**src/rtl/hafb_pkg.sv**
```systemverilog
package hafb_pkg;

    localparam int unsigned HAFB_W = 16;

    typedef enum logic {
        ST_IDLE = 1'b0,
        ST_RUN  = 1'b1
    } hafb_state_e;

    typedef struct packed {
        logic carry;
        logic sum;
    } hafb_pair_t;

    function automatic hafb_pair_t half_add(input logic x, input logic y);
        hafb_pair_t r;
        r.carry = x & y;
        r.sum   = x ^ y;
        return r;
    endfunction

endpackage

```
**src/rtl/hafb_cell.sv**
```systemverilog
module hafb_cell
    import hafb_pkg::*;
(
    input  logic       sel_fb,
    input  logic       op_x,
    input  logic       op_y,
    input  logic       prev_sum,
    input  logic       carry_below,
    output hafb_pair_t res
);
    logic in_x;
    logic in_y;

    always_comb begin
        if (sel_fb) begin
            in_x = prev_sum;
            in_y = carry_below;
        end else begin
            in_x = op_x;
            in_y = op_y;
        end
        res = half_add(in_x, in_y);
    end
endmodule

```
**src/rtl/hafb_ctrl.sv**
```systemverilog
module hafb_ctrl
    import hafb_pkg::*;
(
    input  logic clk,
    input  logic rst,
    input  logic req,
    input  logic carries_zero,
    output logic load,
    output logic step,
    output logic busy,
    output logic done
);
    hafb_state_e state_q;

    assign busy = (state_q == ST_RUN);
    assign load = req & ~busy;
    assign step = busy & ~carries_zero;

    always_ff @(posedge clk) begin
        if (rst) begin
            state_q <= ST_IDLE;
            done    <= 1'b0;
        end else begin
            case (state_q)
                ST_IDLE: begin
                    if (req) begin
                        state_q <= ST_RUN;
                        done    <= 1'b0;
                    end
                end
                ST_RUN: begin
                    if (carries_zero) begin
                        state_q <= ST_IDLE;
                        done    <= 1'b1;
                    end
                end
                default: state_q <= ST_IDLE;
            endcase
        end
    end


    busy_req_ignored_chk: assert property (@(posedge clk) disable iff (rst)
        (busy && req && !carries_zero) |=> (busy && !done));


    finish_on_zero_chk: assert property (@(posedge clk) disable iff (rst)
        $fell(busy) |-> done);


    accept_start_chk: assert property (@(posedge clk) disable iff (rst)
        (!busy && req) |=> (busy && !done));
endmodule

```
**src/rtl/hafb_adder.sv**
```systemverilog
module hafb_adder
    import hafb_pkg::*;
#(
    parameter int unsigned W = HAFB_W
) (
    input  logic         clk,
    input  logic         rst,
    input  logic         req,
    input  logic [W-1:0] a,
    input  logic [W-1:0] b,
    output logic         busy,
    output logic         done,
    output logic [W:0]   result
);
    localparam int unsigned LW    = W + 1;
    localparam int unsigned MAXIT = W + 1;
    localparam int unsigned CW    = $clog2(MAXIT + 2);

    logic [LW-1:0] s_q;
    logic [LW-1:0] c_q;
    logic [LW-1:0] s_nx;
    logic [LW-1:0] c_nx;
    logic          load;
    logic          step;
    logic          carries_zero;

    assign carries_zero = ~|c_q;

    for (genvar i = 0; i < LW; i++) begin : g_lane
        hafb_pair_t pr;
        logic       ox;
        logic       oy;
        logic       cb;
        if (i < W) begin : g_op
            assign ox = a[i];
            assign oy = b[i];
        end else begin : g_top
            assign ox = 1'b0;
            assign oy = 1'b0;
        end
        if (i == 0) begin : g_lsb
            assign cb = 1'b0;
        end else begin : g_up
            assign cb = c_q[i-1];
        end
        hafb_cell u_cell (
            .sel_fb      (busy),
            .op_x        (ox),
            .op_y        (oy),
            .prev_sum    (s_q[i]),
            .carry_below (cb),
            .res         (pr)
        );
        assign s_nx[i] = pr.sum;
        assign c_nx[i] = pr.carry;
    end

    hafb_ctrl u_ctrl (
        .clk          (clk),
        .rst          (rst),
        .req          (req),
        .carries_zero (carries_zero),
        .load         (load),
        .step         (step),
        .busy         (busy),
        .done         (done)
    );

    always_ff @(posedge clk) begin
        if (rst) begin
            s_q <= '0;
            c_q <= '0;
        end else if (load || step) begin
            s_q <= s_nx;
            c_q <= c_nx;
        end
    end

    assign result = s_q;

    logic [CW-1:0] iter_q;
    always_ff @(posedge clk) begin
        if (rst) begin
            iter_q <= '0;
        end else if (load) begin
            iter_q <= CW'(1);
        end else if (step) begin
            iter_q <= iter_q + CW'(1);
        end
    end


    pair_excl_chk: assert property (@(posedge clk) disable iff (rst)
        (s_q & c_q) == '0);


    top_no_carry_chk: assert property (@(posedge clk) disable iff (rst)
        !c_q[LW-1]);


    done_zero_chk: assert property (@(posedge clk) disable iff (rst)
        done |-> carries_zero);


    iter_bound_chk: assert property (@(posedge clk) disable iff (rst)
        iter_q <= CW'(MAXIT));


    idle_hold_chk: assert property (@(posedge clk) disable iff (rst)
        (!busy && !req) |=> ($stable(result) && $stable(done)));
endmodule

```
**config.mk**
```make
export PLATFORM = sky130hd
export DESIGN_NAME = hafb_adder
export DESIGN_NICKNAME = d
export VERILOG_FILES = /design/src/rtl/hafb_pkg.sv /design/src/rtl/hafb_cell.sv /design/src/rtl/hafb_ctrl.sv /design/src/rtl/hafb_adder.sv
export SDC_FILE = /design/constraint.sdc
export NUM_CORES = 1
export LEC_CHECK = 0
export CELL_PAD_IN_SITES_DETAIL_PLACEMENT = 1
export CELL_PAD_IN_SITES_GLOBAL_PLACEMENT = 1
export CORE_AREA = 10 10 101 103
export DETAILED_ROUTE_END_ITERATION = 7
export DIE_AREA = 0 0 111 113
export GPL_ROUTABILITY_DRIVEN = 0
export PLACE_DENSITY = 0.68
export SLEW_MARGIN = 30
export SYNTH_ARGS = -nofsm -noshare
export SYNTH_HDL_FRONTEND = slang
export SYNTH_SLANG_ARGS = --single-unit
```
**constraint.sdc**
```tcl
create_clock -name clk -period 5.4 [get_ports clk]
set_input_delay 1.08 -clock clk [delete_from_list [all_inputs] [get_ports clk]]
set_output_delay 1.08 -clock clk [all_outputs]
set_load 0.01 [all_outputs]
```
# [Word level (Yosys, flattened, before mapping)]
# Index checks and enable logic that the tools add are counted.
# Widths: inputs -> output; s select.
[op_classes] n_eq_ne=2 muxes=40 bitwise_logic=37 n_reduce_logical=3
[op_table] op="$mux 1" count=38
[op_table] op="$and 1x1->1" count=19
[op_table] op="$reduce_or 17->1" count=1
[op_table] op="$xor 1x1->1" count=17
[op_table] op="$ne 2x2->1 const B" count=2
[op_table] op="$pmux 1 s2" count=2
[op_table] op="$reduce_and 2->1" count=1
[op_table] op="$logic_or 1x1->1" count=1
[op_table] op="$not 1->1" count=1
[totals] ff_bits=36 input_bits=35 elab_cells=86

# [Depth between registers and ports, before layout]
[logic_depth] depth_word=3 depth_mapped=7 ltp_nobuf=5

# [Cells and area by module]
# A second synthesis with hierarchy kept.
[hier_totals] hier_cells=216 area_unflattened_um2=2129.5
[by_module_without_submodules] module="hafb_adder" n_inst=1 cells_each=156 area_each_um2=1453.9
[by_module_without_submodules] module="hafb_cell" n_inst=17 cells_each=3 area_each_um2=35.0
[by_module_without_submodules] module="hafb_ctrl" n_inst=1 cells_each=9 area_each_um2=80.1

# [Least setup slack after synthesis]
# Ideal clock, no wire load.
[synth_path] kind="input to register" from="input port a[9]" to="register s_q[9] (netlist: result[9])" setup_time_ns=0.132 t_arrival_ns=1.990 required_ns=5.268 setup_slack_ns=3.278 stages=5 path_buffers=0 cell_sequence="mux2_2 > ha_1 > and3_1 > a2bb2oi_2 > o311ai_2"
[synth_lines] item="start, declared" line="hafb_adder.sv:9" source="input logic [W-1:0] a,"
[synth_lines] item="end signal, assigned" line="hafb_adder.sv:74" source="s_q <= s_nx;"
[synth_lines] item="end, declared" line="hafb_adder.sv:19" source="logic [LW-1:0] s_q;"

# [Final worst setup path]
[layout_path] from="register u_ctrl.state_q (netlist: u_ctrl.busy)" to="output port busy"
[layout_lines] item="start, declared" line="hafb_ctrl.sv:13" source="hafb_state_e state_q;"
[layout_lines] item="start signal, assigned" line="hafb_ctrl.sv:21" source="state_q <= ST_IDLE;"
[layout_lines] item="start signal, assigned" line="hafb_ctrl.sv:27" source="state_q <= ST_RUN;"
[layout_lines] item="start signal, assigned" line="hafb_ctrl.sv:33" source="state_q <= ST_IDLE;"
[layout_lines] item="end, declared" line="hafb_adder.sv:11" source="output logic busy,"
# No word-level cell between the ends.

==> results.sh <==
export IMPL_status="finished, final reports clean"
export IMPL_design_area_mm2=0.00330
export IMPL_rows=33
export IMPL_synth_fp_nets=341
export IMPL_wl_met2_um=3340
export IMPL_cp_max_fo=38
export IMPL_synth_edf_count=0
export IMPL_ys_warnings_count=0
export IMPL_holdWs_ns=0.473
export IMPL_critPathArrivalTime_ns=1.72
export IMPL_numCtsBuffers=5
export IMPL_synth_common_cells="59 x nand2_1, 36 x dfxtp_1, 31 x mux2_2, 26 x and3_1, 21 x buf_4"
export IMPL_wl_met1_um=3620
export IMPL_timing_critical_path_to="busy"
export IMPL_grt_pass1_vias=2344
export IMPL_fmax_mhz=357
export IMPL_postCtsHoldBufs=0
export IMPL_grt_antenna_before_repair=0
export IMPL_setup_tns_ns=0
export IMPL_required_ns=4.32
export IMPL_post_drt_wl_per_cell_um=17.7
export IMPL_cts_setup_buffers=0
export IMPL_clock_latency_ns=0.30
export IMPL_p_leak_nw=1.29
export IMPL_reg2reg_depth=5
export IMPL_dieArea_mm2=0.0125
export IMPL_netlist_area_leader_share=0.258
export IMPL_start_util=0.343
export IMPL_peakVddDrop_uv=166
export IMPL_synth_seq_cells=36
export IMPL_portBuffers=53
export IMPL_synth_top_area_cell="dfxtp_1"
export IMPL_maxSlewHeadroom=0.480
export IMPL_die_w_um=111
export IMPL_yosysMostFrequentCell="nand2_1"
export IMPL_drcViolationCount=0
export IMPL_syn_area_per_cell_um2=9.67
export IMPL_placed_area_mm2=0.00321
export IMPL_cp_start_kind="register"
export IMPL_drive_gt1_frac=0.277
export IMPL_wl_met3_um=303
export IMPL_cts_root_buf="clkbuf_8"
export IMPL_fin_nets=362
export IMPL_pre_cts_ws_ns=2.36
export IMPL_power_density_mw_per_mm2=393
export IMPL_avgViaCountPerCell=5.37
export IMPL_hpwl_um=5100
export IMPL_drtAntennaViolNets=0
export IMPL_synthFlopType="dfxtp_1"
export IMPL_drt_first_iter_violations=98
export IMPL_hold_class="reg2reg"
export IMPL_netlist_top_cells_area="dfxtp_1 26%, mux2_2 12%, o311ai_2 9.3%, a2bb2oi_2 8.6%, nand2_1 7.9%"
export IMPL_h_tree_depth=2
export IMPL_async_reset_ff_frac=0
export IMPL_die_y_um=113
export IMPL_drt_pass1_iterations=4
export IMPL_cp_end_kind="output pin"
export IMPL_vias=2233
export IMPL_skew_ns=0.0101
export IMPL_cap_violations=0
export IMPL_area_delta_synth_final_pct=18.1
export IMPL_ys_types=30
export IMPL_ys_seq_area_frac=0.258
export IMPL_rsz0062_at_grt="false"
export IMPL_antenna_cells=0
export IMPL_cts_tree="done"
export IMPL_clkTransAtPathRegs_ns=0.08
export IMPL_tightest_slew_ns=0.779
export IMPL_overflow=0
export IMPL_grt_max_degree=53
export IMPL_regToRegStartpoint="c_q[11]"
export IMPL_regToRegSetupSlack_ns=3.30
export IMPL_io_pins=54
export IMPL_grt_total_usage=0.114
export IMPL_worstSetupStartpoint="u_ctrl.busy"
export IMPL_critical_path_class="reg2out"
export IMPL_setup_viol=0
export IMPL_cts_resized=0
export IMPL_core_area_mm2=0.00813
export IMPL_maxSlewViolCount=0
export IMPL_timing_final_crit_period_ns=2.80
export IMPL_post_route_period_util=0.519
export IMPL_synth_cells=289
export IMPL_finalWorstSetupSlack_ns=2.60
export IMPL_grt_pass1_wl_um=12300
export IMPL_cts_path_max_buffers=2
export IMPL_r2r_end="c_q[6]"
export IMPL_cts_num_sinks=36
export IMPL_drt_wl_total_um=7350
export IMPL_highest_layer="met4"
export IMPL_netlist_area_mm2=0.00279
export IMPL_hold_violations=0
-- critical path: stages (launching register included) --
cell and delay, ns:
dfxtp_1 0.35, buf_4 0.44, clkdlybuf4s50_1 0.63
-- cell type report --
type	instances	area (um^2)
multi-input combinational	207	1770
timing repair buffer	58	576
inverter	2	7.51
clock buffer	6	82.6
fill	930	4830
sequential	36	721
tap	105	131
clock inverter	2	10.0
-- how the worst min path moves through the flow --
stage             from       to  cells after the start
5_1_grt        c_q[16]  c_q[16]                      2
4_1_cts        c_q[16]  c_q[16]                      2
3_5_place_dp   c_q[16]  c_q[16]                      2
3_3_place_gp   c_q[16]  c_q[16]                      2
6_report       c_q[16]  c_q[16]                      2
2_1_floorplan  c_q[16]  c_q[16]                      2
-- flip-flops by register name, indices dropped and copies added, names as in the netlist --
name,count
c_q,17
result,17
u_ctrl.busy,1
u_ctrl.done,1
-- through the flow --
step | cells | utilization | power [W]
final | 416 | 0.406 | 0.00130
after CTS | 416 | 0.406 | 0.00132
after global placement | 406 | 0.391 | 0.00108
after detailed placement | 408 | 0.394 | 0.00110
after global routing | 416 | 0.406 | 0.00139
after floorplan | 289 | - | 0.000952
-- where the power goes --
part | total (W) | switching (W) | internal [W]
logic | 0.000688 | 0.000361 | 0.000328
registers | 0.000397 | 0.0000581 | 0.000339
clock network | 0.000212 | 0.000109 | 0.000102
total | 0.00130 | 0.000528 | 0.000768
-- layer usage --
metal,GRT usage,up-vias
li1,-,1092
met1,0.146,1084
met2,0.184,48
met3,0.0333,9
met4,0.0286,0
met5,0,-
-- cells in the final DEF, fill, tap and decap left out --
master	count
mux2_2	31
dfxtp_1	36
clkdlybuf4s50_1	53
and2_1	2
and3_1	26
or2_4	1
nand2_1	59
o311ai_2	16
o211ai_2	4
ha_1	17
o311ai_1	1
a32oi_1	8
clkbuf_8	6
inv_1	1
nor2_2	1
buf_6	2
o21ai_0	1
inv_2	1
buf_4	3
a2bb2oi_1	1
nand3_2	1
a21oi_1	10
clkinv_2	2
or2_0	1
nand3b_1	1
nor4_2	2
nor2b_1	1
a2bb2oi_2	16
nor4_1	2
o211ai_1	5
-- cell families (layout without fill, tap and decap cells) --
kind of cell / count (synthesis) / in the layout / share of synthesized area
buf+inv: 46 / 68 / 0.109
compound gates: 62 / 62 / 0.262
flops: 36 / 36 / 0.258
simple gates: 97 / 97 / 0.171
fa+ha+maj: 17 / 17 / 0.0761
mux: 31 / 31 / 0.125
Note: power is estimated with default switching activity, not from simulation.
